`config.mk`:
```
export PLATFORM = sky130hd
export DESIGN_NAME = bitslice_alu
export DESIGN_NICKNAME = d
export VERILOG_FILES = /design/src/rtl/bitslice_alu_pkg.sv /design/src/rtl/bitslice_full_adder.sv /design/src/rtl/bitslice_mux4.sv /design/src/rtl/bitslice_alu_slice.sv /design/src/rtl/bitslice_carry_lookahead.sv /design/src/rtl/bitslice_alu.sv
export SDC_FILE = /design/constraint.sdc
export NUM_CORES = 1
export LEC_CHECK = 0
export BUFFER_PORTS_ARGS = -buffer_cell sky130_fd_sc_hd__buf_2
export CAP_MARGIN = 10
export CELL_PAD_IN_SITES_DETAIL_PLACEMENT = 0
export CELL_PAD_IN_SITES_GLOBAL_PLACEMENT = 1
export CORE_AREA = 4 4 69 71
export DETAILED_ROUTE_END_ITERATION = 10
export DIE_AREA = 0 0 73 75
export GPL_TIMING_DRIVEN = 1
export PLACE_DENSITY_LB_ADDON = 0.1
export SETUP_SLACK_MARGIN = 0.2
export SYNTH_ARGS = -nofsm -noshare
export SYNTH_HDL_FRONTEND = slang
export SYNTH_SLANG_ARGS = --single-unit
```
`constraint.sdc`:
```
create_clock -name vclk -period 21.3
set_input_delay 2.13 -clock vclk [all_inputs]
set_output_delay 2.13 -clock vclk [all_outputs]
set_load 0.01 [all_outputs]
```
`src/rtl/bitslice_alu_pkg.sv`:
```
package bitslice_alu_pkg;

   localparam int unsigned OP_W  = 3;
   localparam int unsigned SEL_W = 2;

   typedef enum logic [SEL_W-1:0] {
      SEL_AND  = 2'b00,
      SEL_OR   = 2'b01,
      SEL_SUM  = 2'b10,
      SEL_LESS = 2'b11
   } slice_sel_e;

   typedef enum logic [OP_W-1:0] {
      OP_AND  = 3'b000,
      OP_OR   = 3'b001,
      OP_ADD  = 3'b010,
      OP_SUB  = 3'b110,
      OP_SLT  = 3'b111
   } alu_op_e;

   localparam int unsigned INV_BIT = 2;

endpackage

```
`src/rtl/bitslice_full_adder.sv`:
```
module bitslice_full_adder (
   input  logic x_i,
   input  logic y_i,
   input  logic c_i,
   output logic s_o,
   output logic c_o
);
   logic half_x;

   assign half_x = x_i ^ y_i;
   assign s_o    = half_x ^ c_i;
   assign c_o    = (x_i & y_i) | (half_x & c_i);
endmodule

```
`src/rtl/bitslice_mux4.sv`:
```
module bitslice_mux4 #(
   parameter int unsigned DW = 1
) (
   input  logic [1:0]    sel_i,
   input  logic [DW-1:0] d0_i,
   input  logic [DW-1:0] d1_i,
   input  logic [DW-1:0] d2_i,
   input  logic [DW-1:0] d3_i,
   output logic [DW-1:0] y_o
);
   always_comb begin
      unique case (sel_i)
         2'b00:   y_o = d0_i;
         2'b01:   y_o = d1_i;
         2'b10:   y_o = d2_i;
         default: y_o = d3_i;
      endcase
   end
endmodule

```
`src/rtl/bitslice_alu_slice.sv`:
```
module bitslice_alu_slice
   import bitslice_alu_pkg::*;
(
   input  logic            a_i,
   input  logic            b_i,
   input  logic            cin_i,
   input  logic            less_i,
   input  logic [OP_W-1:0] op_i,
   output logic            res_o,
   output logic            sum_o,
   output logic            cout_o,
   output logic            gen_o,
   output logic            prop_o
);
   logic b_eff;
   logic and_v;
   logic or_v;

   assign b_eff  = b_i ^ op_i[INV_BIT];
   assign and_v  = a_i & b_eff;
   assign or_v   = a_i | b_eff;
   assign gen_o  = and_v;
   assign prop_o = a_i ^ b_eff;

   bitslice_full_adder u_fa (
      .x_i (a_i),
      .y_i (b_eff),
      .c_i (cin_i),
      .s_o (sum_o),
      .c_o (cout_o)
   );

   bitslice_mux4 #(.DW(1)) u_sel (
      .sel_i (op_i[SEL_W-1:0]),
      .d0_i  (and_v),
      .d1_i  (or_v),
      .d2_i  (sum_o),
      .d3_i  (less_i),
      .y_o   (res_o)
   );
endmodule

```
`src/rtl/bitslice_carry_lookahead.sv`:
```
module bitslice_carry_lookahead #(
   parameter int unsigned WIDTH = 16,
   parameter int unsigned GROUP = 4
) (
   input  logic [WIDTH-1:0] gen_i,
   input  logic [WIDTH-1:0] prop_i,
   input  logic             cin_i,
   output logic [WIDTH:0]   carry_o
);
   localparam int unsigned NGRP = WIDTH / GROUP;

   if ((GROUP == 0) || (WIDTH % GROUP != 0)) begin : g_bad_group
      $error("bitslice_carry_lookahead: WIDTH must be a multiple of GROUP");
   end

   always_comb begin
      logic grp_cin;
      logic run_p;
      logic acc_c;
      carry_o    = '0;
      carry_o[0] = cin_i;
      grp_cin    = cin_i;
      for (int grp = 0; grp < NGRP; grp++) begin
         for (int j = 0; j < GROUP; j++) begin
            // two-level sum of products for carry out of bit grp*GROUP+j
            run_p = 1'b1;
            acc_c = 1'b0;
            for (int m = GROUP - 1; m >= 0; m--) begin
               if (m <= j) begin
                  acc_c = acc_c | (gen_i[grp*GROUP+m] & run_p);
                  run_p = run_p & prop_i[grp*GROUP+m];
               end
            end
            carry_o[grp*GROUP+j+1] = acc_c | (run_p & grp_cin);
         end
         grp_cin = carry_o[(grp+1)*GROUP];
      end
   end
endmodule

```
`src/rtl/bitslice_alu.sv`:
```
module bitslice_alu
   import bitslice_alu_pkg::*;
#(
   parameter int unsigned WIDTH         = 16,
   parameter bit          USE_LOOKAHEAD = 1'b0,
   parameter int unsigned LA_GROUP      = 4
) (
   input  logic [WIDTH-1:0] a_i,
   input  logic [WIDTH-1:0] b_i,
   input  logic [OP_W-1:0]  op_i,
   output logic [WIDTH-1:0] result_o,
   output logic             zero_o,
   output logic             ovf_o
);
   localparam int unsigned MSB = WIDTH - 1;

   if (WIDTH < 2) begin : g_bad_width
      $error("bitslice_alu: WIDTH must be at least 2");
   end

   logic [WIDTH-1:0] result_w;
   logic [WIDTH-1:0] gen_w;
   logic [WIDTH-1:0] prop_w;
   logic [WIDTH:0]   la_carry;
   logic             ovf_raw;
   logic             slt_bit;

   for (genvar i = 0; i < WIDTH; i++) begin : g_slice
      logic cin_l;
      logic cout_l;
      logic cout_eff;
      logic sum_l;
      logic res_l;

      if (USE_LOOKAHEAD) begin : g_la_cin
         logic unused_fa_cout;
         assign cin_l          = la_carry[i];
         assign cout_eff       = la_carry[i+1];
         assign unused_fa_cout = cout_l;
      end else if (i == 0) begin : g_first_cin
         assign cin_l    = op_i[INV_BIT];
         assign cout_eff = cout_l;
      end else begin : g_ripple_cin
         assign cin_l    = g_slice[i-1].cout_l;
         assign cout_eff = cout_l;
      end

      bitslice_alu_slice u_bit (
         .a_i    (a_i[i]),
         .b_i    (b_i[i]),
         .cin_i  (cin_l),
         .less_i ((i == 0) ? slt_bit : 1'b0),
         .op_i   (op_i),
         .res_o  (res_l),
         .sum_o  (sum_l),
         .cout_o (cout_l),
         .gen_o  (gen_w[i]),
         .prop_o (prop_w[i])
      );

      assign result_w[i] = res_l;
   end

   if (USE_LOOKAHEAD) begin : g_lookahead
      bitslice_carry_lookahead #(
         .WIDTH (WIDTH),
         .GROUP (LA_GROUP)
      ) u_cla (
         .gen_i   (gen_w),
         .prop_i  (prop_w),
         .cin_i   (op_i[INV_BIT]),
         .carry_o (la_carry)
      );
   end else begin : g_ripple
      logic unused_ripple;
      assign la_carry      = '0;
      assign unused_ripple = ^{la_carry, gen_w, prop_w};
   end

   // signed overflow: carry into the top slice differs from carry out of it
   assign ovf_raw  = g_slice[MSB].cin_l ^ g_slice[MSB].cout_eff;
   assign slt_bit  = g_slice[MSB].sum_l ^ ovf_raw;

   assign result_o = result_w;
   assign zero_o   = ~|result_w;
   assign ovf_o    = ovf_raw & (op_i[SEL_W-1:0] == SEL_SUM);
endmodule

```
# Word level (Yosys, flattened, before mapping)
# Cells that the tools add are included.
classes:
  eq_ne: 2
  n_mux: 16
  reduce_logical: 3
  bitwise_logic: 115
ops:
  columns: ["op", "n"]
  rows:
  - ["$xor 1x1->1", 50]
  - ["$pmux 1 s3", 16]
  - ["$and 1x1->1", 33]
  - ["$or 1x1->1", 32]
  - ["$reduce_or 16->1", 1]
  - ["$eq 2x1->1 const B", 1]
  - ["$eq 2x2->1 const B", 1]
  - ["$logic_not 2->1", 1]
  - ["$logic_not 1->1", 1]
totals:
  word_cells: 136
  regBits: 0
  inputBits: 35
  out_inout_bits: 18

# Depth between registers and ports, before layout
depth:
  depth_word: 39
  depth_mapped: 22
  depth_no_buf: 20

# By module
# Synthesis repeated with hierarchy kept, for this count alone.
hier_totals:
  hier_cells: 153
  hier_area_um2: 1664.1
modules_own_cells:
  columns: ["mod", "area_per_inst_um2", "cells_per_inst", "n_inst", "seq_area_each_um2"]
  rows:
  - ["bitslice_alu_slice", 50.0, 6, 16, 0.0]
  - ["bitslice_mux4", 22.5, 1, 16, 0.0]
  - ["bitslice_full_adder", 20.0, 1, 16, 0.0]
  - ["bitslice_alu", 182.7, 25, 1, 0.0]

# Least setup slack after synthesis
# No wires, ideal clock.
synth_path:
  path_type: "input to output"
  from: "input op_i[2]"
  to: "output zero_o"
  arrival_time_ps: 9050
  n_path_buf: 2
  path_slack_ps: 10120
  t_required_ps: 19170
  cell_stages: 22
  cell_sequence: "buf_4 buf_2 mux2_2 fa_1 fa_1 fa_1 fa_1 fa_1 fa_1 fa_1 fa_1 fa_1 fa_1 fa_1 fa_1 fa_1 fa_1 inv_1 fa_1 o22ai_1 nor4_1 and4b_1"
synth_between:
  word_cells_on_any_way: 132
  cone_classes: "16 x mux; 114 x bitwise; 2 x reduce/logical"
synth_lines:
  columns: ["element", "line_no", "text"]
  rows:
  - ["from (decl)", "bitslice_alu.sv:10", "input logic [OP_W-1:0] op_i,"]
  - ["$xor 1x1->1", "bitslice_alu_slice.sv:19", "assign b_eff = b_i ^ op_i[INV_BIT];"]
  - ["$xor 1x1->1", null, null]
  - ["$and 1x1->1", "bitslice_full_adder.sv:12", "assign c_o = (x_i & y_i) | (half_x & c_i);"]
  - ["$or 1x1->1", "bitslice_full_adder.sv:12", null]
  - ["$and 1x1->1", "bitslice_full_adder.sv:12", null]
  - ["$or 1x1->1", "bitslice_full_adder.sv:12", null]
  - ["$and 1x1->1", "bitslice_full_adder.sv:12", null]
  - ["$or 1x1->1", "bitslice_full_adder.sv:12", null]
  - ["[21 not listed]", null, null]
  - ["$or 1x1->1", "bitslice_full_adder.sv:12", null]
  - ["$and 1x1->1", "bitslice_full_adder.sv:12", null]
  - ["$or 1x1->1", "bitslice_full_adder.sv:12", null]
  - ["$xor 1x1->1", "bitslice_full_adder.sv:11", "assign s_o = half_x ^ c_i;"]
  - ["$pmux 1 s3 (*)", "bitslice_mux4.sv:12", "unique case (sel_i)"]
  - ["via g_slice[15].res_l", "bitslice_alu.sv:33", "logic res_l;"]
  - ["$reduce_or 16->1 (*)", "bitslice_alu.sv:85", "assign zero_o = ~|result_w;"]
  - ["$logic_not 1->1 (*)", "bitslice_alu.sv:85", null]
  - ["to (decl)", "bitslice_alu.sv:12", "output logic zero_o,"]
# The timed path passes the listed nets; every way through them passes the cells marked *.

# Final worst setup path
layout_path:
  from: "input op_i[2]"
  to: "output zero_o"
layout_between:
  elab_chain_len: 39
  word_cells_on_any_way: 132
  cone_classes: "16 x mux; 114 x bitwise; 2 x reduce/logical"
layout_rtl:
  columns: ["element", "line_no", "text"]
  rows:
  - ["$xor 1x1->1", "bitslice_alu_slice.sv:19", null]
  - ["$xor 1x1->1", null, null]
  - ["$and 1x1->1", "bitslice_full_adder.sv:12", null]
  - ["$or 1x1->1", "bitslice_full_adder.sv:12", null]
  - ["$and 1x1->1", "bitslice_full_adder.sv:12", null]
  - ["$or 1x1->1", "bitslice_full_adder.sv:12", null]
  - ["$and 1x1->1", "bitslice_full_adder.sv:12", null]
  - ["$or 1x1->1", "bitslice_full_adder.sv:12", null]
  - ["[23 not listed]", null, null]
  - ["$or 1x1->1", "bitslice_full_adder.sv:12", null]
  - ["$and 1x1->1", "bitslice_full_adder.sv:12", null]
  - ["$or 1x1->1", "bitslice_full_adder.sv:12", null]
  - ["$xor 1x1->1", "bitslice_alu.sv:81", "assign ovf_raw = g_slice[MSB].cin_l ^ g_slice[MSB].cout_eff;"]
  - ["$xor 1x1->1", "bitslice_alu.sv:82", "assign slt_bit = g_slice[MSB].sum_l ^ ovf_raw;"]
  - ["$pmux 1 s3", "bitslice_mux4.sv:12", null]
  - ["$reduce_or 16->1 (*)", "bitslice_alu.sv:85", null]
  - ["$logic_not 1->1 (*)", "bitslice_alu.sv:85", null]
# Mark *: on every way between the ends. The rest lies on a longest branch, timed or not.

==> summary.txt <==
Outcome
  – Status: complete, no violations

Clock network
  – Post-CTS Setup Repair Bufs: 0
  – Post-CTS resize count: 0
  – Cts hold-fix bufs: 0

Die
  – Core area: 4230 sq um
  – DIE AREA: 5480 sq um
  – Die H: 75 um
  – Die X: 73 um
  – FP Rows: 24
  – I/O pin total: 53
  – Starting Density: 37.9%

Worst setup path
  – CP Max Fanout: 18
  – Crit. End Element: primary output
  – Critical path class: input pin to primary output
  – Startpoint types: input pin
  – Critical Path AT: 9550 ps
  – Worst Path Required: 19170 ps

STA
  – Pins Over Slew Limit: 0
  – Setup WS post-layout: 9620 ps
  – Worst-Margin Slew: 558 ps
  – RSZ-0062 raised after global routing: false
  – Finish-stage setup viols: 0
  – WHS: 4800 ps
  – Min Tclk post-route: 11680 ps
  – Highest clock rate: 0.0856 GHz
  – Slew HR: 62.8%
  – Fin crit share: 54.8%
  – Setup TNS: 0 ps
  – Hold Vio Cnt, Final: 0

Global route
  – Tot GR Track Use: 11.8%
  – Global route overflow: 0
  – Global-route wire length before repair: 5320 um
  – Initial antenna violation count: 0
  – Largest net degree at the start of global routing: 20
  – Number of global-route vias before repair: 1238

Final layout
  – Clock buffer count: 0
  – FF+latch area: 0 sq um
  – Net count, final: 308
  – Sequential cell count: 0
  – Layout cell share with drive strength beyond 1: 25.6%
  – Antenna cells: 0
  – Filler cells: 426
  – Multi-input logic area: 1250 sq um
  – Layout area overhead: 10.1%

Run
  – Max_cap viols: 0

Synthesis
  – Post-Synthesis Cells: 193
  – Number of distinct library cells after synthesis: 22
  – Mapped Nets: 276
  – Avg Inst Size Synth: 8.30 sq um
  – Sequential element share of the synthesized area: 0%
  – Yosys Warn Count: 0
  – Synthesized area: 1600 sq um

Drt
  – Vias: 1177
  – # DRC: 0
  – Post-Route WL: 3060 um
  – Final ANT Viol Nets: 0
  – WL/cell: 11.1 um
  – Pre-Repair DR Iteration Count: 4
  – Initial drt markers: 23
  – Vias/cell: 4.28

Power and ir drop
  – Max rail drop VDD: 11.0 uV
  – Pleak: 1.04 nW
  – PwrDens: 24.8 nW/um^2
  – Total power: 43.7 uW

Worst hold path
  – Hold path endpoint: ovf_o
  – HP Start: op_i[1]
  – Hold Crit Class: input pin to primary output
  – Hold path depth: 4

Place
  – GPL Wtd Cong: 0.711
  – Number of port buffers: 53
  – Place WS: 9610 ps
  – DPL Wire Length: 2610 um
worst max-delay path by stage:
stage | from | end | slack, ps
5_1_grt | op_i[2] | zero_o | 9300
3_5_place_dp | op_i[2] | zero_o | 9610
6_report | op_i[2] | zero_o | 9620
2_1_floorplan | op_i[2] | zero_o | 10120
3_3_place_gp | op_i[2] | zero_o | 9750
4_1_cts | op_i[2] | zero_o | 9580
cells in the final DEF (no fill, tap or decap), drive strengths merged, types with 2 or more instances in the layout:
cell type  Yosys  routed
buf           23      53
inv           47      47
ha            32      32
xor2          18      18
fa            16      16
nand2         15      15
o21ai         15      15
mux2i         14      14
nor4           3       3
clkinv         2       2
final cells by class:
| class | instances | area share [%] |
|---|---|---|
| Multi-Input combinational cell | 121 | 70.9 |
| Timing Repair Buffer | 53 | 15.0 |
| Inverter | 49 | 10.4 |
| Tap cell | 52 | 3.69 |
synth_stat cells (all sizes together):
cell type	n	area share, %
or4	1	0.47
nor2b	1	0.86
mux2i	14	8.7
nor2	1	0.23
clkinv	2	0.47
xor2	18	9.8
buf	23	11
and4b	1	0.62
nand2b	1	0.39
nand2	15	3.5
mux2	1	0.70
ha	32	25
fa	16	20
o22ai	1	0.39
o21ai	15	4.7
mux4	1	1.4
inv	47	11
nor4	3	1.2
per-stage QoR:
step / cells / util [%] / area [sq um]
global placement: 275 / 41.7 / 1760
global route: 275 / 41.7 / 1760
finish: 275 / 41.7 / 1760
CTS: 275 / 41.7 / 1760
detailed placement: 275 / 41.7 / 1760
floorplan: 193 / - / 1600
kinds of logic (layout without fill, tap and decap cells):
group / Yosys count / count (layout) / share of synthesized area, %
compound gates: 16 / 16 / 5.07
xor+xnor: 18 / 18 / 9.84
fa+ha+maj: 48 / 48 / 45.0
buf+inv: 72 / 102 / 22.0
mux: 16 / 16 / 10.9
simple gates: 23 / 23 / 7.26
critical path: stages:
cell and delay (ps):
buf_2 420, xor2_1 220, fa_1 450, fa_1 390
fa_1 390, fa_1 390, fa_1 400, fa_1 400
fa_1 400, fa_1 400, fa_1 410, fa_1 400
fa_1 410, fa_1 410, fa_1 390, fa_1 450
inv_1 100, fa_1 400, o22ai_1 170, nor4_1 80
and4b_1 210, buf_2 140
layer usage:
| metal | routed length, um | up-vias | global-route usage, % |
|---|---|---|---|
| met5 | 0 | - | 0 |
| met4 | 23 | 0 | 1.23 |
| met3 | 193 | 2 | 1.47 |
| met2 | 1500 | 29 | 22.4 |
| met1 | 1340 | 528 | 14.7 |
| li1 | - | 618 | - |
power breakdown:
group / total (mW) / internal, mW / switching, mW
clock network: 0 / 0 / 0
logic: 0.0437 / 0.0186 / 0.0251
registers: 0 / 0 / 0
total: 0.0437 / 0.0186 / 0.0251
Note: power is estimated with default switching activity, not from simulation.
